### src/rtl/bootrst_pkg.sv
package bootrst_pkg;

  typedef enum logic {
    SRC_INTERNAL = 1'b0,
    SRC_EXTERNAL = 1'b1
  } prog_src_e;

endpackage

### src/rtl/bootrst_sync.sv
module bootrst_sync #(
  parameter int WIDTH  = 2,
  parameter int STAGES = 2
) (
  input  logic             clk_i,
  input  logic [WIDTH-1:0] d_i,
  output logic [WIDTH-1:0] q_o
);

  for (genvar b = 0; b < WIDTH; b++) begin : g_bit
    logic [STAGES-1:0] chain_q = '0;
    if (STAGES == 1) begin : g_single
      always_ff @(posedge clk_i) chain_q <= d_i[b];
    end else begin : g_multi
      always_ff @(posedge clk_i) chain_q <= {chain_q[STAGES-2:0], d_i[b]};
    end
    assign q_o[b] = chain_q[STAGES-1];
  end

endmodule

### src/rtl/bootrst_qualifier.sv
module bootrst_qualifier #(
  parameter int OSC_PER_MC = 12,
  parameter int MC_HOLD    = 2
) (
  input  logic clk_i,
  input  logic pin_s_i,
  output logic rst_o
);

  localparam int HOLD = OSC_PER_MC * MC_HOLD;
  localparam int CW   = $clog2(HOLD + 1);
  localparam logic [CW-1:0] LIM    = CW'(HOLD);
  localparam logic [CW-1:0] LIM_M1 = CW'(HOLD - 1);

  logic [CW-1:0] cnt_q = '0;
  logic          rst_q = 1'b0;

  always_ff @(posedge clk_i) begin
    if (!pin_s_i)          cnt_q <= '0;
    else if (cnt_q != LIM) cnt_q <= cnt_q + CW'(1);
  end

  always_ff @(posedge clk_i) begin
    rst_q <= pin_s_i && (cnt_q >= LIM_M1);
  end

  assign rst_o = rst_q;

  AST_RISE_AT_FULL_COUNT: assert property (@(posedge clk_i)
    $rose(rst_q) |-> (cnt_q == LIM));
  AST_COUNT_BOUNDED: assert property (@(posedge clk_i)
    cnt_q <= LIM);
  AST_LOW_CLEARS_COUNT: assert property (@(posedge clk_i)
    !pin_s_i |=> (cnt_q == '0));
  AST_LOW_DROPS_RESET: assert property (@(posedge clk_i)
    !pin_s_i |=> !rst_q);

endmodule

### src/rtl/bootrst_boot_latch.sv
module bootrst_boot_latch
  import bootrst_pkg::*;
(
  input  logic clk_i,
  input  logic rst_i,
  input  logic sel_s_i,
  output logic mem_sel_o
);

  prog_src_e src_q = SRC_INTERNAL;

  always_ff @(posedge clk_i) begin
    if (rst_i) src_q <= prog_src_e'(sel_s_i);
  end

  assign mem_sel_o = (src_q == SRC_EXTERNAL);

  AST_SEL_CAPTURED: assert property (@(posedge clk_i)
    rst_i |=> (mem_sel_o == $past(sel_s_i)));
  AST_SEL_FROZEN: assert property (@(posedge clk_i) disable iff (rst_i)
    !rst_i |=> $stable(mem_sel_o));

endmodule

### src/rtl/bootrst_code_gate.sv
module bootrst_code_gate #(
  parameter int ADDR_W    = 16,
  parameter int INT_BYTES = 4096
) (
  input  logic              clk_i,
  input  logic              rst_i,
  input  logic              mem_sel_i,
  input  logic              secure_i,
  input  logic              req_i,
  input  logic              from_ext_i,
  input  logic [ADDR_W-1:0] addr_i,
  output logic              grant_o
);

  localparam logic [ADDR_W:0] INT_LIM = (ADDR_W+1)'(INT_BYTES);

  logic int_target;
  logic blocked;
  logic grant_q = 1'b0;

  assign int_target = !mem_sel_i && ({1'b0, addr_i} < INT_LIM);
  assign blocked    = secure_i && from_ext_i && int_target;

  always_ff @(posedge clk_i) begin
    if (rst_i) grant_q <= 1'b0;
    else       grant_q <= req_i && !blocked;
  end

  assign grant_o = grant_q;

  AST_GRANT_NEEDS_REQ: assert property (@(posedge clk_i) disable iff (rst_i)
    grant_q |-> $past(req_i));
  AST_PROTECTED_DENIED: assert property (@(posedge clk_i) disable iff (rst_i)
    (secure_i && from_ext_i && !mem_sel_i && ({1'b0, addr_i} < INT_LIM)) |=> !grant_q);

endmodule

### src/rtl/boot_reset_ctrl.sv
module boot_reset_ctrl #(
  parameter int OSC_PER_MC = 12,
  parameter int MC_HOLD    = 2,
  parameter int SYNC_STG   = 2,
  parameter int ADDR_W     = 16,
  parameter int INT_BYTES  = 4096
) (
  input  logic              clk_i,
  input  logic              rst_pin_i,
  input  logic              ext_sel_i,
  input  logic              secure_i,
  input  logic              rd_req_i,
  input  logic              rd_from_ext_i,
  input  logic [ADDR_W-1:0] rd_addr_i,
  output logic              rst_o,
  output logic              mem_sel_o,
  output logic              rd_grant_o
);

  logic [1:0] pins_s;
  logic       rst_int;
  logic       sel_int;

  bootrst_sync #(.WIDTH(2), .STAGES(SYNC_STG)) u_sync (
    .clk_i (clk_i),
    .d_i   ({ext_sel_i, rst_pin_i}),
    .q_o   (pins_s)
  );

  bootrst_qualifier #(.OSC_PER_MC(OSC_PER_MC), .MC_HOLD(MC_HOLD)) u_qual (
    .clk_i   (clk_i),
    .pin_s_i (pins_s[0]),
    .rst_o   (rst_int)
  );

  bootrst_boot_latch u_latch (
    .clk_i     (clk_i),
    .rst_i     (rst_int),
    .sel_s_i   (pins_s[1]),
    .mem_sel_o (sel_int)
  );

  bootrst_code_gate #(.ADDR_W(ADDR_W), .INT_BYTES(INT_BYTES)) u_gate (
    .clk_i      (clk_i),
    .rst_i      (rst_int),
    .mem_sel_i  (sel_int),
    .secure_i   (secure_i),
    .req_i      (rd_req_i),
    .from_ext_i (rd_from_ext_i),
    .addr_i     (rd_addr_i),
    .grant_o    (rd_grant_o)
  );

  assign rst_o     = rst_int;
  assign mem_sel_o = sel_int;

endmodule

### config.mk
export PLATFORM = sky130hd
export DESIGN_NAME = boot_reset_ctrl
export DESIGN_NICKNAME = d
export VERILOG_FILES = /design/src/rtl/bootrst_pkg.sv /design/src/rtl/bootrst_sync.sv /design/src/rtl/bootrst_qualifier.sv /design/src/rtl/bootrst_boot_latch.sv /design/src/rtl/bootrst_code_gate.sv /design/src/rtl/boot_reset_ctrl.sv
export SDC_FILE = /design/constraint.sdc
export NUM_CORES = 1
export LEC_CHECK = 0
export BUFFER_PORTS_ARGS = -buffer_cell sky130_fd_sc_hd__clkbuf_2
export CAP_MARGIN = 10
export CORE_AREA = 2 2 39 41
export CTS_BUF_LIST = sky130_fd_sc_hd__clkbuf_8
export DETAILED_ROUTE_END_ITERATION = 6
export DIE_AREA = 0 0 41 43
export PLACE_DENSITY = 0.71
export SLEW_MARGIN = 5
export SYNTH_ARGS = -nofsm -noshare
export SYNTH_HDL_FRONTEND = slang
export SYNTH_SLANG_ARGS = --single-unit
### constraint.sdc
create_clock -name clk_i -period 3.2 [get_ports clk_i]
set_input_delay 0.48 -clock clk_i [delete_from_list [all_inputs] [get_ports clk_i]]
set_output_delay 0.48 -clock clk_i [all_outputs]
set_load 0.01 [all_outputs]
==> results.py, run 1 <==
metrics = {
    "outcome": {
        "status": "completed",
    },
    "timing": {
        "final_hold_viol_count": 0,
        "fmax_mhz": 780,
        "holdWs_ns": 0.324,
        "relSlewSlack_pct": 81.2,
        "setup-tns-final_ns": 0,
        "rsz0062_at_grt": "no",
        "worstMarginPinSlew_ns": 0.282,
        "fin_skew_ns": 0.00175,
        "period_share_pct": 40.1,
        "slew_violations": 0,
        "setup_violations": 0,
        "finalCriticalPeriod_ns": 1.28,
    },
    "layout": {
        "area_delta_synth_final_pct": 30.9,
        "drive_above_1_share_pct": 28.6,
        "nets": 81,
        "fillCellCount": 148,
        "utilization_pct": 41.4,
        "n_antenna_cell": 0,
    },
    "clock_network": {
        "cts.htree.levels": 1,
        "cts_root_buf": "clkbuf_8",
        "numCtsBuffers": 3,
        "clk_pin_slew_worst_paths_ns": 0.05,
        "postCtsSetupBuffers": 0,
        "clockBufferDepth": 2,
        "cts_resized": 0,
        "ctsHoldBuffers": 0,
        "cts.sinks": 12,
        "clk_latency_ns": 0.24,
        "cts_tree": "built",
    },
    "worst_setup_path": {
        "crit_required_ns": 3.32,
        "worstReg2RegEnd": "u_gate.grant_o$_SDFF_PP0_",
        "r2r_setup_slack_ns": 1.96,
        "startpoint_type": "input pin",
        "reg2reg_from": "u_latch.mem_sel_o$_DFFE_PP_",
        "r2r_cells": 2,
        "crit_type": "input pin to register",
        "crit_fanout": 1,
        "crit_path_end_kind": "register",
        "arrival_ns": 1.41,
    },
    "worst_hold_path": {
        "hp-start": "u_sync.g_bit[1].chain_q[0]$_DFF_P_",
        "hold_class": "register to register",
        "hold_path_end": "u_sync.g_bit[1].chain_q[1]$_DFF_P_",
        "min_path_cells": 0,
    },
    "place": {
        "numPortBuffers": 12,
        "gp_congestion": 0.769,
        "place_hpwl_microns": 588,
    },
    "grt": {
        "antenna_found_initial": 0,
        "grt-ovfl-total": 0,
        "grt_max_degree": 10,
        "track_usage_pct": 10.3,
        "grt_pass1_vias": 300,
        "grt_pass1_wl_mm": 1.17,
    },
    "drt": {
        "ant_nets": 0,
        "dr.pass1.iters": 2,
        "viasPerCell": 4.65,
        "drtIter0Drc": 1,
        "wirelength_microns": 723,
        "post_drt_wl_per_cell_microns": 10.0,
        "vias": 335,
        "drc_errors": 0,
    },
    "synthesis": {
        "synthArstFlopShare_pct": 0,
        "synth_top_cell_area_share_pct": 50.3,
        "yosys-top-cells-count": "dfxtp_1 (11), nand2_1 (6), mux2i_1 (4)",
        "synth_top_family_by_area": "simple AND/OR/NAND/NOR gates",
        "synth_top_area_cell": "dfxtp_1",
        "synthSimpleGateAreaFrac_pct": 19.4,
        "syn_nets": 64,
        "netlist_top_cells_area": "dfxtp_1 (50%), mux2i_1 (9.1%), edfxtp_1 (6.9%), ha_1 (5.7%), nand2_1 (5.1%)",
        "synth_flop_cell": "dfxtp_1",
        "synth_fa_ha_area_share_pct": 5.71,
        "ys_seq_elements": 12,
        "synth.area.mux_share_pct": 9.14,
        "synth_compound_area_share_pct": 4.00,
        "synthMostInstantiatedCell": "dfxtp_1",
        "syn_inst": 40,
        "synth_edf_count": 1,
        "yosysUniqueCellTypes": 16,
        "netlist_area_sq_um": 438,
        "yosysWarnings": 0,
        "synth-xor-area-share_pct": 2.00,
        "syn_avg_cell_area_sq_um": 10.9,
        "yosysSeqAreaShare_pct": 57.1,
    },
    "power": {
        "combPwrFrac_pct": 5.2,
        "intPower_uw": 278,
        "power_frac_seq_pct": 47.7,
        "p_sw_uw": 67.5,
        "peakVddDrop_mv": 0.325,
        "swShare_pct": 19.5,
        "leakagePower_uw": 0.000257,
        "powerDensity_mw_per_mm2": 603,
        "pwr-share-clk_pct": 47.1,
    },
    "floorplanning": {
        "ios": 25,
        "die_area_sq_mm": 0.00176,
        "initial_core_util_pct": 31.6,
        "dieHeight_microns": 43,
        "die_x_microns": 41,
        "rows": 14,
        "core_sq_mm": 0.00138,
    },
    "flow_run": {
        "maxCapViolations": 0,
    },
}
-- worst max path at each step --
| stage | end | start | cells past startpoint |
|---|---|---|---|
| after floorplan | u_gate.grant_o$_SDFF_PP0_ | rd_addr_i[14] | 2 |
| after global placement | u_gate.grant_o$_SDFF_PP0_ | rd_addr_i[14] | 3 |
| after detailed placement | u_gate.grant_o$_SDFF_PP0_ | rd_addr_i[14] | 3 |
| after CTS | u_gate.grant_o$_SDFF_PP0_ | rd_addr_i[14] | 3 |
| after global routing | u_gate.grant_o$_SDFF_PP0_ | u_latch.mem_sel_o$_DFFE_PP_ | 2 |
| final | u_gate.grant_o$_SDFF_PP0_ | rd_addr_i[14] | 3 |
-- area by class of cell --
class	instances	area, sq um	area share (%)
clock buffers	4	55.1	9.61
inverters	3	11.3	1.97
multi-input cells	25	176	30.8
flip-flops and latches	12	250	43.7
well taps	16	20.0	3.49
repair buffers	12	60.1	10.5
-- power by group through the flow --
stage	logic (uW)	clock network, uW	registers [uW]
global placement	17.4	0	168
detailed placement	18.4	0	168
CTS	18.5	165	165
floorplan	10.6	0	167
global route	21.4	175	166
finish	17.9	163	165
-- critical path: stages --
cell	delay (ns)
clkbuf_2	0.07
or4_1	0.51
o311a_1	0.34
-- kinds of logic after synthesis --
group / count (synthesis)
AOI/OAI and AO/OA: 2
buffers and inverters: 3
adders and majority gates: 2
DFF: 12
muxes: 4
and+or+nand+nor: 16
xor gates and xnor gates: 1
-- layout by cell type, fill, tap and decap left out, drive strengths merged, types with 2 or more instances in the layout --
master  count
nand3       2
dfxtp      11
nand2b      3
inv         3
clkbuf     16
nand2       6
ha          2
mux2i       4
-- registers in the layout (all words and copies together) (netlist names) --
| name | cells |
|---|---|
| u_sync.g_bit.chain_q | 4 |
| u_qual.rst_o | 1 |
| u_qual.cnt_q | 5 |
| u_gate.grant_o | 1 |
| u_latch.mem_sel_o | 1 |
-- per-stage QoR --
stage / setup slack, ns / area [sq um] / std cells / power [uW]
2_1_floorplan: 1.78 / 438 / 40 / 177
3_3_place_gp: 1.67 / 518 / 68 / 185
3_5_place_dp: 1.66 / 518 / 68 / 187
4_1_cts: 1.91 / 573 / 72 / 349
5_1_grt: 1.89 / 573 / 72 / 363
6_report: 1.92 / 573 / 72 / 345
-- metal layers --
metal  track usage, %  part of all wire, %  vias to the layer above
met5                0                    0                        -
met4             6.00                  1.9                        0
met3             6.28                  8.6                        2
met2             15.9                   47                       15
met1             9.80                   42                      149
li1                 -                    -                      169
Power figures use the tool's default switching activity.
==> run 2, diff against run 1 <==
clock period = 1.3 ns   (was 3.2 ns; I/O delays follow)
==> run 2 against run 1 <==
  * Clock power increased by 150%
  * Highest routed layer unchanged
  * Largest power group unchanged
  * Non-clock buffer count increased by 1
  * Sequential share of layout area fell by 0.56 points
  * Critical endpoint unchanged
==> results.py, run 2 (same netlist as run 1, synthesis figures left out) <==
metrics = {
    "timing": {
        "layout_setup_ws_ns": 0.0552,
        "finalCriticalPeriod_ns": 1.24,
        "final_hold_viol_count": 0,
        "slew_violations": 0,
        "setup-tns-final_ns": 0,
        "worstMarginPinSlew_ns": 0.282,
        "fin_skew_ns": 0.00175,
        "rsz0062_at_grt": "no",
        "holdWs_ns": 0.0559,
        "setup_violations": 0,
        "relSlewSlack_pct": 81.2,
        "fmax_mhz": 803,
        "period_share_pct": 95.8,
    },
    "power": {
        "power_frac_seq_pct": 47.7,
        "p_sw_uw": 166,
        "combPwrFrac_pct": 5.2,
        "swShare_pct": 19.5,
        "leakagePower_uw": 0.000262,
        "peakVddDrop_mv": 0.799,
        "powerDensity_mw_per_mm2": 1460,
        "pwr-share-clk_pct": 47.1,
        "intPower_uw": 684,
    },
    "grt": {
        "track_usage_pct": 10.3,
        "antenna_found_initial": 0,
        "grt_pass1_wl_mm": 1.17,
        "grt_max_degree": 10,
        "grt-ovfl-total": 0,
        "grt_pass1_vias": 300,
    },
    "worst_setup_path": {
        "cp_top_family": "simple AND/OR/NAND/NOR gates",
        "crit_type": "register to register",
        "crit_required_ns": 1.42,
        "slowest_delay_ns": 0.41,
        "startpoint_type": "register",
        "crit_path_end_kind": "register",
        "arrival_ns": 1.37,
        "crit_fanout": 2,
        "cp_slowest_cell": "or4_1",
        "path_buf_inv": 0,
        "cp_cell_sequence": "or4_1 > o311a_1",
    },
    "clock_network": {
        "cts_tree": "built",
        "cts.sinks": 12,
        "numCtsBuffers": 3,
        "cts_root_buf": "clkbuf_8",
        "clk_pin_slew_worst_paths_ns": 0.05,
        "clk_latency_ns": 0.24,
        "clockBufferDepth": 2,
        "cts.htree.levels": 1,
    },
    "drt": {
        "drtIter0Drc": 1,
        "dr.pass1.iters": 2,
        "ant_nets": 0,
        "drc_errors": 0,
        "vias": 339,
        "viasPerCell": 4.64,
        "wirelength_microns": 729,
        "post_drt_wl_per_cell_microns": 9.99,
    },
    "place": {
        "post-place-ws_ns": 0.0371,
        "dp.cells": 68,
        "numPortBuffers": 12,
        "gp_congestion": 0.769,
        "place_hpwl_microns": 588,
    },
    "layout": {
        "layout_commonest_cell": "clkbuf_2",
        "largest_reg_flops": 5,
        "top_regs": "u_qual.cnt_q x5, u_sync.g_bit.chain_q x4",
        "layout_common_cells": "clkbuf_2 (12), dfxtp_1 (11), nand2_1 (6)",
        "area_delta_synth_final_pct": 32.6,
        "fin_cells": 73,
        "n_antenna_cell": 0,
        "utilization_pct": 42.0,
        "max_flop_register": "u_qual.cnt_q",
        "drive_above_1_share_pct": 29.8,
        "nets": 82,
    },
    "floorplanning": {
        "die_area_sq_mm": 0.00176,
        "die_x_microns": 41,
        "core_sq_mm": 0.00138,
        "ios": 25,
        "initial_core_util_pct": 31.6,
        "rows": 14,
        "dieHeight_microns": 43,
    },
    "flow_run": {
        "maxCapViolations": 0,
    },
    "outcome": {
        "status": "completed",
    },
    "worst_hold_path": {
        "hold_class": "input pin to register",
    },
}
==> run 2: cell types whose count changed in the layout (fill, tap and decap cells not counted), sizes merged <==
cell and delta:
buf +1
==> run 2: cell type report <==
cell class                 instances  area, sq um
sequential                        12          250
tap                               16         20.0
fill                             147          803
inverter                           3         11.3
clock buffer                       4         55.1
timing repair buffer              13         67.6
multi-input combinational         25          176
==> run 2: layer usage <==
| metal | up-vias | wire, microns | track usage, % |
|---|---|---|---|
| li1 | 171 | - | - |
| met2 | 15 | 338 | 15.9 |
| met4 | 0 | 14 | 6.00 |
| met5 | - | 0 | 0 |
| met1 | 151 | 312 | 9.80 |
| met3 | 2 | 62 | 6.28 |
==> run 2: worst register-to-register path, delay by kind of cell, from the launching register on <==
family | cells | cell delay, ns
compound gates | 1 | 0.34
flops | 1 | 0.38
simple gates | 1 | 0.41
==> run 2: worst paths after layout <==
kind | cells after the start | endpoint | slack (ns) | startpoint
setup / recovery | 2 | u_gate.grant_o$_SDFF_PP0_ | 0.06 | u_latch.mem_sel_o$_DFFE_PP_
hold / removal | 1 | u_sync.g_bit[1].chain_q[0]$_DFF_P_ | 0.06 | ext_sel_i
setup reg to reg | 2 | u_gate.grant_o$_SDFF_PP0_ | 0.06 | u_latch.mem_sel_o$_DFFE_PP_
hold reg to reg | 0 | u_sync.g_bit[1].chain_q[1]$_DFF_P_ | 0.32 | u_sync.g_bit[1].chain_q[0]$_DFF_P_
==> run 2: power by group through the flow <==
| stage | clock, uW | sequential, uW | combinational [uW] |
|---|---|---|---|
| after floorplan | 0 | 410 | 26.0 |
| after global placement | 0 | 412 | 42.9 |
| after detailed placement | 0 | 414 | 45.4 |
| after CTS | 407 | 406 | 45.6 |
| after global routing | 431 | 409 | 52.8 |
| final | 400 | 406 | 44.0 |
==> run 2: stage by stage <==
step                      power [uW]  instance area [sq um]
after floorplan                  436                    438
after global placement           455                    518
after detailed placement         459                    518
after CTS                        859                    573
after global routing             893                    581
final                            850                    581
==> run 2: timing repair <==
item | 4_1_cts | 5_1_grt
resized for setup | 0 | 0
endpoints found under the setup margin | 0 | 1
setup buffers | 0 | 1
hold buffers | 0 | 0
==> run 3, diff against run 2 <==
BUFFER_PORTS_ARGS = -buffer_cell sky130_fd_sc_hd__buf_2   (was -buffer_cell sky130_fd_sc_hd__clkbuf_2)
==> run 3 against run 2 <==
  * Cell count shrank 1.4%
  * Setup slack lost 0.0021 ns
  * Die area is the same
  * Non-clock buffer count shrank 1
  * Wire length shrank 1.5%
  * Maximum frequency shrank 0.17%
  * Critical path depth is the same
  * Final area shrank 1.3%
  * Critical endpoint unchanged
  * Largest cell class unchanged
  * Highest routed layer unchanged
==> results.py, run 3 (same netlist as run 1, synthesis figures left out) <==
metrics = {
    "outcome": {
        "status": "completed",
    },
    "drt": {
        "viasPerCell": 4.58,
        "dr_wl_met3_microns": 58,
        "topRoutingLayerUsed": "met4",
        "met1Wirelength_microns": 304,
        "wirelength_microns": 718,
        "dr.pass1.iters": 3,
        "vias": 330,
        "wl_met2_microns": 338,
        "post_drt_wl_per_cell_microns": 9.97,
        "ant_nets": 0,
        "drtIter0Drc": 3,
        "drc_errors": 0,
    },
    "clock_network": {
        "clk_pin_slew_worst_paths_ns": 0.05,
        "clockBufferDepth": 2,
        "clk_latency_ns": 0.23,
        "cts.htree.levels": 1,
        "ctsHoldBuffers": 0,
        "numCtsBuffers": 3,
        "postCtsSetupBuffers": 0,
        "cts_resized": 0,
        "cts_root_buf": "clkbuf_8",
        "cts_tree": "built",
        "cts.sinks": 12,
    },
    "flow_run": {
        "maxCapViolations": 0,
    },
    "worst_setup_path": {
        "r2r_cells": 2,
        "crit_fanout": 2,
        "crit_type": "register to register",
        "arrival_ns": 1.37,
        "crit_path_end_kind": "register",
        "crit_required_ns": 1.42,
        "startpoint_type": "register",
    },
    "timing": {
        "setup-tns-final_ns": 0,
        "rsz0062_at_grt": "no",
        "worstMarginPinSlew_ns": 0.297,
        "final_hold_viol_count": 0,
        "setup_violations": 0,
        "finalCriticalPeriod_ns": 1.25,
        "slew_violations": 0,
        "holdWs_ns": 0.0617,
        "fin_skew_ns": 0.00325,
        "relSlewSlack_pct": 80.2,
        "fmax_mhz": 802,
        "period_share_pct": 95.9,
    },
    "place": {
        "place_hpwl_microns": 557,
        "gp_congestion": 0.770,
        "numPortBuffers": 12,
    },
    "worst_hold_path": {
        "min_path_cells": 1,
        "hold_class": "input pin to register",
    },
    "floorplanning": {
        "die_area_sq_mm": 0.00176,
        "core_sq_mm": 0.00138,
        "rows": 14,
        "dieHeight_microns": 43,
        "ios": 25,
        "initial_core_util_pct": 31.6,
        "die_x_microns": 41,
    },
    "power": {
        "leakagePower_uw": 0.000255,
        "powerDensity_mw_per_mm2": 1470,
        "peakVddDrop_mv": 0.695,
    },
    "layout": {
        "layout_commonest_cell": "buf_2",
        "nets": 81,
        "area_delta_synth_final_pct": 30.9,
        "drive_above_1_share_pct": 28.6,
        "max_flop_register": "u_qual.cnt_q",
        "top_regs": "u_qual.cnt_q x5, u_sync.g_bit.chain_q x4",
        "layout_common_cells": "buf_2 (12), dfxtp_1 (11), nand2_1 (6)",
        "n_antenna_cell": 0,
        "largest_reg_flops": 5,
    },
    "grt": {
        "grt_pass1_vias": 301,
        "grt_pass1_wl_mm": 1.15,
        "grt_max_degree": 10,
        "track_usage_pct": 10.0,
        "grt-ovfl-total": 0,
        "antenna_found_initial": 0,
    },
}
## run 3: layer usage
layer | global-route usage (%) | vias to the layer above
met3 | 3.14 | 2
met4 | 8.00 | 0
li1 | - | 168
met2 | 16.6 | 12
met5 | 0 | -
met1 | 9.21 | 148
## run 3: path summary, 6_finish.rpt
path | start | endpoint | slack, ns
max | u_latch.mem_sel_o$_DFFE_PP_ | u_gate.grant_o$_SDFF_PP0_ | 0.05
min | ext_sel_i | u_sync.g_bit[1].chain_q[0]$_DFF_P_ | 0.06
max reg2reg | u_latch.mem_sel_o$_DFFE_PP_ | u_gate.grant_o$_SDFF_PP0_ | 0.05
min reg2reg | u_sync.g_bit[1].chain_q[0]$_DFF_P_ | u_sync.g_bit[1].chain_q[1]$_DFF_P_ | 0.32
## run 3: area by class of cell
cell class,count,area (sq um)
sequential,12,250
timing repair buffer,12,60.1
clock buffer,4,55.1
fill,141,811
tap,16,20.0
inverter,3,11.3
multi-input combinational,25,176
## run 3: per-stage QoR
stage	cell area [sq um]	std cells	total power, uW	utilization [%]	setup slack (ns)
3_5_place_dp	518	68	459	37.4	0.0354
4_1_cts	573	72	856	41.4	0.0389
6_report	573	72	842	41.4	0.0531
2_1_floorplan	438	40	436	-	0.0497
5_1_grt	573	72	882	41.4	0.0242
3_3_place_gp	518	68	455	37.4	0.0404
## run 3: worst max-delay path, stage by stage, from the launching register on
cell and delay [ns]:
edfxtp_1 0.38, or4_1 0.41, o311a_1 0.33
## run 3: report_power, final
group	total [uW]	internal, uW	switching, uW
logic	43.9	26.9	17.0
registers	406	390	16.0
clock network	393	267	126
total	842	683	159
